**src/rtl/mc_ctrl_pkg.sv**
```systemverilog
package mc_ctrl_pkg;

   typedef enum logic [3:0] {
      ST_FETCH  = 4'd0,
      ST_DECODE = 4'd1,
      ST_ADDR   = 4'd2,
      ST_MEMRD  = 4'd3,
      ST_WBMEM  = 4'd4,
      ST_MEMWR  = 4'd5,
      ST_EXEC   = 4'd6,
      ST_WBALU  = 4'd7,
      ST_BRANCH = 4'd8,
      ST_JUMP   = 4'd9,
      ST_HALT   = 4'd10,
      ST_BOOT   = 4'd11,
      ST_PCINC  = 4'd12
   } state_e;

   localparam logic [1:0] ALU_ADD   = 2'd0;
   localparam logic [1:0] ALU_SUB   = 2'd1;
   localparam logic [1:0] ALU_FUNCT = 2'd2;

   localparam logic [1:0] SRCB_REG   = 2'd0;
   localparam logic [1:0] SRCB_FOUR  = 2'd1;
   localparam logic [1:0] SRCB_IMM   = 2'd2;
   localparam logic [1:0] SRCB_IMMSH = 2'd3;

   localparam logic [1:0] PCS_ALU    = 2'd0;
   localparam logic [1:0] PCS_ALUOUT = 2'd1;
   localparam logic [1:0] PCS_JUMP   = 2'd2;
   localparam logic [1:0] PCS_BOOT   = 2'd3;

   typedef struct packed {
      logic       ir_write;
      logic       pc_write;
      logic       pc_write_cond;
      logic       a_load;
      logic       b_load;
      logic       aluout_load;
      logic       mdr_load;
      logic       mem_read;
      logic       mem_write;
      logic       mem_addr_sel;
      logic       reg_write;
      logic       reg_dst;
      logic       mem_to_reg;
      logic       alu_src_a;
      logic [1:0] alu_src_b;
      logic [1:0] alu_class;
      logic [1:0] pc_src;
   } ctrl_t;

endpackage

```
**src/rtl/mc_fetch_timer.sv**
```systemverilog
module mc_fetch_timer #(
   parameter int FETCH_WAIT = 0
) (
   input  logic clk,
   input  logic rst,
   input  logic in_fetch,
   output logic fetch_last
);
   localparam int CW = (FETCH_WAIT < 1) ? 1 : $clog2(FETCH_WAIT + 1);
   localparam logic [CW-1:0] LAST_CNT = CW'(FETCH_WAIT);

   logic [CW-1:0] cnt_q;

   assign fetch_last = (cnt_q == LAST_CNT);

   always_ff @(posedge clk) begin
      if (rst || !in_fetch) begin
         cnt_q <= '0;
      end else if (!fetch_last) begin
         cnt_q <= cnt_q + 1'b1;
      end
   end
endmodule

```
**src/rtl/mc_seq.sv**
```systemverilog
module mc_seq
   import mc_ctrl_pkg::*;
#(
   parameter int          FETCH_WAIT = 0,
   parameter int          OPCODE_W   = 6,
   parameter logic [5:0]  OP_RTYPE   = 6'd0,
   parameter logic [5:0]  OP_LW      = 6'd35,
   parameter logic [5:0]  OP_SW      = 6'd43,
   parameter logic [5:0]  OP_BEQ     = 6'd4,
   parameter logic [5:0]  OP_J       = 6'd2,
   parameter logic [5:0]  OP_HALT    = 6'd63
) (
   input  logic                clk,
   input  logic                rst,
   input  logic                start,
   input  logic [OPCODE_W-1:0] opcode,
   input  logic                fetch_last,
   output state_e              state
);
   localparam state_e AFTER_FETCH = (FETCH_WAIT == 0) ? ST_DECODE : ST_PCINC;

   state_e nxt;

   always_comb begin
      nxt = ST_HALT;
      unique case (state)
         ST_FETCH:  nxt = fetch_last ? AFTER_FETCH : ST_FETCH;
         ST_PCINC:  nxt = ST_DECODE;
         ST_DECODE: begin
            if (opcode == OPCODE_W'(OP_LW) || opcode == OPCODE_W'(OP_SW))
               nxt = ST_ADDR;
            else if (opcode == OPCODE_W'(OP_RTYPE))
               nxt = ST_EXEC;
            else if (opcode == OPCODE_W'(OP_BEQ))
               nxt = ST_BRANCH;
            else if (opcode == OPCODE_W'(OP_J))
               nxt = ST_JUMP;
            else if (opcode == OPCODE_W'(OP_HALT))
               nxt = ST_HALT;
            else
               nxt = ST_HALT;
         end
         ST_ADDR: begin
            if (opcode == OPCODE_W'(OP_LW))
               nxt = ST_MEMRD;
            else if (opcode == OPCODE_W'(OP_SW))
               nxt = ST_MEMWR;
            else
               nxt = ST_HALT;
         end
         ST_MEMRD:  nxt = ST_WBMEM;
         ST_EXEC:   nxt = ST_WBALU;
         ST_WBMEM,
         ST_MEMWR,
         ST_WBALU,
         ST_BRANCH,
         ST_JUMP,
         ST_BOOT:   nxt = ST_FETCH;
         ST_HALT:   nxt = ST_HALT;
         default:   nxt = ST_HALT;
      endcase
      if (start) nxt = ST_BOOT;
   end

   always_ff @(posedge clk) begin
      if (rst) state <= ST_HALT;
      else     state <= nxt;
   end
endmodule

```
**src/rtl/mc_out_decode.sv**
```systemverilog
module mc_out_decode
   import mc_ctrl_pkg::*;
#(
   parameter int FETCH_WAIT = 0
) (
   input  state_e state,
   input  logic   fetch_last,
   input  logic   zero,
   output ctrl_t  c,
   output logic   pc_en
);
   logic fetch_pc_wr;

   generate
      if (FETCH_WAIT == 0) begin : g_fold
         assign fetch_pc_wr = fetch_last;
      end else begin : g_split
         assign fetch_pc_wr = 1'b0;
      end
   endgenerate

   always_comb begin
      c = '0;
      unique case (state)
         ST_FETCH: begin
            c.mem_read  = 1'b1;
            c.ir_write  = fetch_last;
            c.pc_write  = fetch_pc_wr;
            c.alu_src_b = SRCB_FOUR;
         end
         ST_PCINC: begin
            c.pc_write  = 1'b1;
            c.alu_src_b = SRCB_FOUR;
         end
         ST_DECODE: begin
            c.a_load      = 1'b1;
            c.b_load      = 1'b1;
            c.aluout_load = 1'b1;
            c.alu_src_b   = SRCB_IMMSH;
         end
         ST_ADDR: begin
            c.aluout_load = 1'b1;
            c.alu_src_a   = 1'b1;
            c.alu_src_b   = SRCB_IMM;
         end
         ST_MEMRD: begin
            c.mem_read     = 1'b1;
            c.mem_addr_sel = 1'b1;
            c.mdr_load     = 1'b1;
         end
         ST_WBMEM: begin
            c.reg_write  = 1'b1;
            c.mem_to_reg = 1'b1;
         end
         ST_MEMWR: begin
            c.mem_write    = 1'b1;
            c.mem_addr_sel = 1'b1;
         end
         ST_EXEC: begin
            c.aluout_load = 1'b1;
            c.alu_src_a   = 1'b1;
            c.alu_src_b   = SRCB_REG;
            c.alu_class   = ALU_FUNCT;
         end
         ST_WBALU: begin
            c.reg_write = 1'b1;
            c.reg_dst   = 1'b1;
         end
         ST_BRANCH: begin
            c.pc_write_cond = 1'b1;
            c.alu_src_a     = 1'b1;
            c.alu_class     = ALU_SUB;
            c.pc_src        = PCS_ALUOUT;
         end
         ST_JUMP: begin
            c.pc_write = 1'b1;
            c.pc_src   = PCS_JUMP;
         end
         ST_BOOT: begin
            c.pc_write = 1'b1;
            c.pc_src   = PCS_BOOT;
         end
         default: c = '0;
      endcase
   end

   assign pc_en = c.pc_write | (c.pc_write_cond & zero);
endmodule

```
**src/rtl/mc_ctrl_fsm.sv**
```systemverilog
module mc_ctrl_fsm
   import mc_ctrl_pkg::*;
#(
   parameter int          FETCH_WAIT = 0,
   parameter int          OPCODE_W   = 6,
   parameter logic [5:0]  OP_RTYPE   = 6'd0,
   parameter logic [5:0]  OP_LW      = 6'd35,
   parameter logic [5:0]  OP_SW      = 6'd43,
   parameter logic [5:0]  OP_BEQ     = 6'd4,
   parameter logic [5:0]  OP_J       = 6'd2,
   parameter logic [5:0]  OP_HALT    = 6'd63
) (
   input  logic                clk,
   input  logic                rst,
   input  logic                start,
   input  logic [OPCODE_W-1:0] opcode,
   input  logic                zero,
   output logic                ir_write,
   output logic                pc_write,
   output logic                pc_write_cond,
   output logic                pc_en,
   output logic                a_load,
   output logic                b_load,
   output logic                aluout_load,
   output logic                mdr_load,
   output logic                mem_read,
   output logic                mem_write,
   output logic                mem_addr_sel,
   output logic                reg_write,
   output logic                reg_dst,
   output logic                mem_to_reg,
   output logic                alu_src_a,
   output logic [1:0]          alu_src_b,
   output logic [1:0]          alu_class,
   output logic [1:0]          pc_src
);
   generate
      if (OPCODE_W != 6) begin : g_bad_opw
         $error("mc_ctrl_fsm: OPCODE_W must be 6");
      end
      if (FETCH_WAIT < 0 || FETCH_WAIT > 255) begin : g_bad_wait
         $error("mc_ctrl_fsm: FETCH_WAIT must lie in 0..255");
      end
      if (OP_LW == OP_SW || OP_RTYPE == OP_BEQ || OP_BEQ == OP_J) begin : g_bad_op
         $error("mc_ctrl_fsm: opcodes must be distinct");
      end
   endgenerate

   state_e cur_state;
   logic   fetch_last;
   ctrl_t  ctl;

   mc_fetch_timer #(.FETCH_WAIT(FETCH_WAIT)) u_timer (
      .clk        (clk),
      .rst        (rst),
      .in_fetch   (cur_state == ST_FETCH),
      .fetch_last (fetch_last)
   );

   mc_seq #(
      .FETCH_WAIT (FETCH_WAIT),
      .OPCODE_W   (OPCODE_W),
      .OP_RTYPE   (OP_RTYPE),
      .OP_LW      (OP_LW),
      .OP_SW      (OP_SW),
      .OP_BEQ     (OP_BEQ),
      .OP_J       (OP_J),
      .OP_HALT    (OP_HALT)
   ) u_seq (
      .clk        (clk),
      .rst        (rst),
      .start      (start),
      .opcode     (opcode),
      .fetch_last (fetch_last),
      .state      (cur_state)
   );

   mc_out_decode #(.FETCH_WAIT(FETCH_WAIT)) u_dec (
      .state      (cur_state),
      .fetch_last (fetch_last),
      .zero       (zero),
      .c          (ctl),
      .pc_en      (pc_en)
   );

   assign ir_write      = ctl.ir_write;
   assign pc_write      = ctl.pc_write;
   assign pc_write_cond = ctl.pc_write_cond;
   assign a_load        = ctl.a_load;
   assign b_load        = ctl.b_load;
   assign aluout_load   = ctl.aluout_load;
   assign mdr_load      = ctl.mdr_load;
   assign mem_read      = ctl.mem_read;
   assign mem_write     = ctl.mem_write;
   assign mem_addr_sel  = ctl.mem_addr_sel;
   assign reg_write     = ctl.reg_write;
   assign reg_dst       = ctl.reg_dst;
   assign mem_to_reg    = ctl.mem_to_reg;
   assign alu_src_a     = ctl.alu_src_a;
   assign alu_src_b     = ctl.alu_src_b;
   assign alu_class     = ctl.alu_class;
   assign pc_src        = ctl.pc_src;
endmodule

```
**config.mk**
```make
export PLATFORM = sky130hd
export DESIGN_NAME = mc_ctrl_fsm
export DESIGN_NICKNAME = d
export VERILOG_FILES = /design/src/rtl/mc_ctrl_pkg.sv /design/src/rtl/mc_fetch_timer.sv /design/src/rtl/mc_seq.sv /design/src/rtl/mc_out_decode.sv /design/src/rtl/mc_ctrl_fsm.sv
export SDC_FILE = /design/constraint.sdc
export NUM_CORES = 1
export LEC_CHECK = 0
export BUFFER_PORTS_ARGS = -buffer_cell sky130_fd_sc_hd__buf_4
export CORE_UTILIZATION = 40
export DETAILED_ROUTE_END_ITERATION = 12
export GPL_TIMING_DRIVEN = 0
export PLACE_DENSITY = 0.75
export SLEW_MARGIN = 20
export SYNTH_ARGS = -nofsm -noshare
export SYNTH_HDL_FRONTEND = slang
export SYNTH_HIERARCHICAL = 1
export SYNTH_SLANG_ARGS = --single-unit
```
**constraint.sdc**
```tcl
create_clock -name clk -period 3.3 [get_ports clk]
set_input_delay 0.33 -clock clk [delete_from_list [all_inputs] [get_ports clk]]
set_output_delay 0.33 -clock clk [all_outputs]
set_load 0.05 [all_outputs]
```
==> impl_summary.txt, run 1 <==
----------------------------------------------------
[Clock tree]
  Buffer cell driving the clock tree root ... sky130_fd_sc_hd__clkbuf_4
  Post-cts hold buffer count ... 0
  TritonCTS clock tree ... yes
  Post-CTS Setup Bufs ... 0
  Clock transition time at the flip-flop clock pins of the worst setup and hold paths ... 40 ps
  Post-cts sizing count ... 0
  TritonCTS sink count ... 5
  Maximum buffer depth of the clock tree ... 2
  Clock latency on the worst-skew pair ... 250 ps
  Number of levels the H-tree was split into ... 1
  TritonCTS Buffers ... 3

[Global route]
  Vias in the first global route ... 557
  Total global-route track usage ... between 20% and 30%
  Maximum number of pins on one net before global-route repair ... 12
  Global-route wire length before repair ... 2.25 mm
  Leftover overflow at the end of global routing ... 0
  Antenna violations before repair ... 0

[Power]
  Clk network pwr share ... a little under a third
  Switching component of the power ... roughly 87 uW
  Power density relative to cell area ... roughly 270 nW/um^2
  Design internal power ... 143 uW
  Worst vdd ir ... 0.269 mV
  Sequential share of power ... 29.5%
  Net Sw Frac ... about 38%
  Leak Pwr ... 0.394 nW
  Share of total power in combinational logic ... about two fifths

[Die]
  Standard cell core area ... between 1000 and 1500 sq um
  Effective utilization at floorplan ... 43.6%
  Top-level port count ... 31
  Die Height ... about 40 um
  # rows ... 13
  Die area ... between 1500 and 2000 sq um
  Width of the die ... ~40 um

[Synth]
  Synthesis Warnings ... 6
  Number of instances in the synthesized netlist ... 84
  Total nets after synthesis ... 94
  Syn_area_per_cell ... 6.84 sq um
  Area of the mapped netlist ... between 500 and 600 sq um

[Timing]
  Tcrit/Tclk final ... 60.6%
  Setup repair after global routing missed its margin ... false
  Final total negative setup slack ... 0 ps
  Worst Skew ... 7.61 ps
  Final setup violation count ... 0
  Highest clock frequency the design can meet ... roughly 0.5 GHz
  Max-slew violation total from the final report ... 0
  Final Hold Fails ... 0
  Minimum period implied by the final worst setup slack ... around 2000 ps

[Cells and area]
  Fraction of layout cells with a size suffix above 1 ... roughly two fifths
  Commonest non-fill, non-tap cell in the layout ... sky130_fd_sc_hd__buf_4
  Filler cell count in the final layout ... about 120
  Design area ... about 840 sq um
  Most used cells in the layout excluding fill and tap cells ... sky130_fd_sc_hd__buf_4 (32), sky130_fd_sc_hd__nor2_1 (17), sky130_fd_sc_hd__nand2b_1 (6), sky130_fd_sc_hd__nand2_1 (6)
  Area growth syn-to-layout ... 47.1%
  Net total in the final layout ... approximately 130
  Number of antenna repair diodes ... 0

[Placed design]
  Buffers on Ports ... 30
  Post-DP Area ... 818 sq um
  GPL Wtd Cong ... between 0.7 and 0.8
  Post-DP HPWL ... 1.16 mm

[Setup path]
  Maximum fanout count along the critical path ... 10
  Crit end category ... output pin
  CP Data Arrival Time ... ~1700 ps
  Type of the setup path with the least slack ... flip-flop to output pin
  Nature of the critical path startpoint ... flip-flop
  Critical path data required time ... roughly 3000 ps

[Route]
  Wire length after detailed routing ... ~1.5 mm
  Detailed-route via count ... between 700 and 800
  Final routed wire length divided by cell count ... between 10 and 15 um
  Drt via density ... 5.42
  Count of TritonRoute iterations in the first routing pass ... 4
  Antenna-violating nets left ... 0
  Iteration-0 DRC count of the detailed router ... 19
  Number of design rule violations left after detail routing ... 0

[Hold path]
  Type of the tightest min-delay check ... primary input to flip-flop

[Status]
  Outcome ... finished clean

[Flow run]
  Max Cap Violations ... 0

----------------------------------------------------
==> flip-flops by register name, summed over array words and instances, names as in the netlist <==
register       flops
u_seq/state        4
u_timer/cnt_q      1
==> worst max-delay path, stage by stage (launching register included) <==
cell and delay [ps]:
sky130_fd_sc_hd__dfxtp_1 370, sky130_fd_sc_hd__buf_2 210, sky130_fd_sc_hd__or2_1 210, sky130_fd_sc_hd__buf_2 160, sky130_fd_sc_hd__nor4b_4 240, sky130_fd_sc_hd__buf_4 230
==> per-stage QoR <==
stage / total power [mW] / hold WS [ps] / setup WS (ps) / cells / util (%)
after CTS: 0.233 / 244 / 1280 / 133 / 64.1
after floorplan: 0.129 / 399 / 809 / 84 / -
after detailed placement: 0.158 / 501 / 1560 / 129 / 62.1
after global placement: 0.156 / 502 / 1570 / 129 / 62.1
final: 0.230 / 253 / 1300 / 133 / 64.1
after global routing: 0.244 / 246 / 1150 / 133 / 64.1
==> per-layer routing <==
| layer | GRT usage (%) | part of all wire, % | up-vias |
|---|---|---|---|
| met5 | 0 | 0 | - |
| met4 | 2.59 | 0 | 0 |
| met3 | 6.82 | 9.7 | 0 |
| met2 | 37.1 | 48 | 36 |
| met1 | 24.2 | 42 | 320 |
| li1 | - | - | 365 |
==> layout make-up <==
class	instances	area [sq um]	area share, %
multi-input cells	69	423	50.1
clock buffers	4	26.3	3.11
repair buffers	30	225	26.7
flip-flops and latches	5	100	11.9
plain buffers	7	40.0	4.74
well taps	15	18.8	2.22
inverters	3	11.3	1.33
==> path summary, 6_finish.rpt <==
check / from / end / slack, ps / cells past startpoint
worst min register to register: u_seq/state[0]$_SDFF_PP0_ / u_seq/state[2]$_SDFF_PP0_ / 580 / 2
worst max register to register: u_seq/state[0]$_SDFF_PP0_ / u_seq/state[1]$_SDFF_PP1_ / 1850 / 4
worst max-delay path: u_seq/state[3]$_SDFF_PP1_ / ir_write / 1300 / 5
worst min-delay path: rst / u_seq/state[0]$_SDFF_PP0_ / 250 / 2
==> power groups by stage <==
stage | combinational [mW] | sequential [mW] | clock, mW
after floorplan | 0.0610 | 0.0678 | 0
after global placement | 0.0873 | 0.0689 | 0
after detailed placement | 0.0889 | 0.0690 | 0
after CTS | 0.0892 | 0.0679 | 0.0761
after global routing | 0.0952 | 0.0687 | 0.0801
final | 0.0892 | 0.0679 | 0.0728
No activity file was read; power rests on OpenSTA's default activity.
==> run 2: changes to the inputs <==
- clock period: 3.3 -> 1.9 ns (I/O delays scaled with it)
==> run 2 against run 1 <==
Compared with the run above:
- cell area up 2.8%
- combinational power up 76%
- routed wire length is 0.93% lower
- worst setup slack got worse by 1200 ps
==> impl_summary.txt, run 2 (synthesized netlist as in run 1, its figures left out) <==
----------------------------------------------------
[Setup path]
  Crit end category ... output pin
  Type of the setup path with the least slack ... flip-flop to output pin
  Maximum fanout count along the critical path ... 10 (unchanged)
  Critical path data required time ... 1710 ps (-1260 ps)
  CP Data Arrival Time ... 1600 ps (-70 ps)
  Nature of the critical path startpoint ... flip-flop

[Power]
  Power density relative to cell area ... 459 nW/um^2 (+69%)
  Leak Pwr ... 0.393 nW (-0.31%)
  Worst vdd ir ... 0.380 mV (+41%)

[Route]
  Iteration-0 DRC count of the detailed router ... 11 (-8)
  Count of TritonRoute iterations in the first routing pass ... 4 (unchanged)
  Final routed wire length divided by cell count ... 11.3 um (-0.18%)
  Number of design rule violations left after detail routing ... 0 (unchanged)
  Drt via density ... 5.32 (-1.9%)
  Wire length after detailed routing ... 1.49 mm (-0.93%)
  Antenna-violating nets left ... 0 (unchanged)
  Detailed-route via count ... 702 (-2.6%)

[Global route]
  Leftover overflow at the end of global routing ... 0 (unchanged)
  Maximum number of pins on one net before global-route repair ... 12 (unchanged)
  Vias in the first global route ... 589 (+5.7%)
  Total global-route track usage ... 22.5% (+1.7 points)
  Antenna violations before repair ... 0 (unchanged)
  Global-route wire length before repair ... 2.42 mm (+7.6%)

[Cells and area]
  Fraction of the core area covered by cells at the end of the flow ... 65.9% (+1.8 points)
  Commonest non-fill, non-tap cell in the layout ... sky130_fd_sc_hd__buf_4
  Largest register FFs ... 4 (unchanged)
  Flip-flop and latch area ... 103 sq um (+2.5%)
  Area growth syn-to-layout ... 51.2%
  Biggest registers after layout ... u_seq/state (4), u_timer/cnt_q (1)
  Net total in the final layout ... 128 (-0.78%)
  Fraction of layout cells with a size suffix above 1 ... 44.4% (+5.5 points)
  Number of antenna repair diodes ... 0 (unchanged)
  Most used cells in the layout excluding fill and tap cells ... sky130_fd_sc_hd__buf_4 (31), sky130_fd_sc_hd__nor2_1 (15), sky130_fd_sc_hd__nand2b_1 (6), sky130_fd_sc_hd__nand2_1 (6)
  Multi-input combinational cell area ... 443 sq um (+4.7%)
  Register name with the most flops ... u_seq/state
  Filler cell count in the final layout ... 128 (+3.2%)
  Non-Filler Instances ... 132 (-0.75%)

[Timing]
  Final Hold Fails ... 0 (unchanged)
  Final total negative setup slack ... 0 ps (unchanged)
  Smallest setup slack after layout ... 107 ps (-1190 ps)
  Final setup violation count ... 0 (unchanged)
  Worst slack on hold paths ... 113 ps (-140 ps)
  Highest clock frequency the design can meet ... about 0.56 GHz
  Worst Skew ... 3.24 ps (-4.36 ps)
  Minimum period implied by the final worst setup slack ... between 1500 and 2000 ps
  Tcrit/Tclk final ... a little over nine tenths
  Setup repair after global routing missed its margin ... false
  Max-slew violation total from the final report ... 0 (unchanged)

[Clock tree]
  Maximum buffer depth of the clock tree ... 2 (unchanged)
  Number of levels the H-tree was split into ... 1 (unchanged)
  Clock transition time at the flip-flop clock pins of the worst setup and hold paths ... 40 ps (about the same)
  Post-CTS Setup Bufs ... 0 (unchanged)
  Buffer cell driving the clock tree root ... sky130_fd_sc_hd__clkbuf_4
  TritonCTS Buffers ... 3 (unchanged)
  Post-cts sizing count ... 0 (unchanged)
  Clock latency on the worst-skew pair ... 240 ps (about the same)
  TritonCTS clock tree ... yes
  TritonCTS sink count ... 5 (unchanged)
  Post-cts hold buffer count ... 0 (unchanged)

[Die]
  Die Height ... 39.9 um (unchanged)
  Die area ... 1590 sq um (unchanged)
  Width of the die ... 39.9 um (unchanged)
  Standard cell core area ... 1320 sq um (unchanged)
  Top-level port count ... 31 (unchanged)
  # rows ... 13 (unchanged)
  Effective utilization at floorplan ... 43.6% (unchanged)

[Flow run]
  Max Cap Violations ... 0 (unchanged)

[Status]
  Outcome ... finished clean

[Placed design]
  GPL Wtd Cong ... 0.745 (+1.0%)
  Post-DP HPWL ... 1.19 mm (+2.4%)
  Setup WS pre-CTS ... 281 ps (-1280 ps)
  Buffers on Ports ... 30 (unchanged)
  Number of cells after detailed placement ... 129 (unchanged)

[Hold path]
  Type of the tightest min-delay check ... primary input to flip-flop

----------------------------------------------------
run 2: worst paths after layout:
kind,start,slack (ps),end,cells past startpoint
hold / removal,rst,110,u_seq/state[0]$_SDFF_PP0_,2
setup / recovery,u_seq/state[3]$_SDFF_PP1_,110,ir_write,5
setup reg to reg,u_seq/state[0]$_SDFF_PP0_,550,u_seq/state[1]$_SDFF_PP1_,4
hold reg to reg,u_seq/state[0]$_SDFF_PP0_,550,u_seq/state[2]$_SDFF_PP0_,2
run 2: critical path: stages, from the launching register on:
cell,delay (ps)
sky130_fd_sc_hd__dfxtp_2,350
sky130_fd_sc_hd__clkbuf_4,190
sky130_fd_sc_hd__or2_1,200
sky130_fd_sc_hd__buf_2,170
sky130_fd_sc_hd__nor4b_4,260
sky130_fd_sc_hd__buf_6,190
run 2: final cells by class:
type,count,area share [%]
Multi-Input combinational cell,69,51.0
Timing Repair Buffer,30,26.4
Sequential cell,5,11.8
Buffer,6,4.32
Clock buffer,4,3.03
Tap cell,15,2.16
Inverter,3,1.30
run 2: where the power goes:
| group | internal [mW] | total [mW] | switching [mW] |
|---|---|---|---|
| clock | 0.0794 | 0.123 | 0.0434 |
| combinational | 0.0596 | 0.157 | 0.0975 |
| sequential | 0.111 | 0.119 | 0.00818 |
| total | 0.249 | 0.399 | 0.149 |
run 2: layer usage:
| metal | GRT usage [%] | vias to the layer above | wire, um | part of all wire, % |
|---|---|---|---|---|
| met5 | 0 | - | 0 | 0 |
| met4 | 8.62 | 0 | 33 | 2.2 |
| met3 | 6.25 | 4 | 111 | 7.5 |
| met2 | 39.9 | 29 | 701 | 47 |
| met1 | 24.6 | 309 | 638 | 43 |
| li1 | - | 360 | - | - |
run 2: metrics by stage:
step           total power, mW  cell area (sq um)
2_1_floorplan            0.226                594
3_5_place_dp             0.277                838
4_1_cts                  0.403                865
6_report                 0.399                868
5_1_grt                  0.426                868
3_3_place_gp             0.274                838
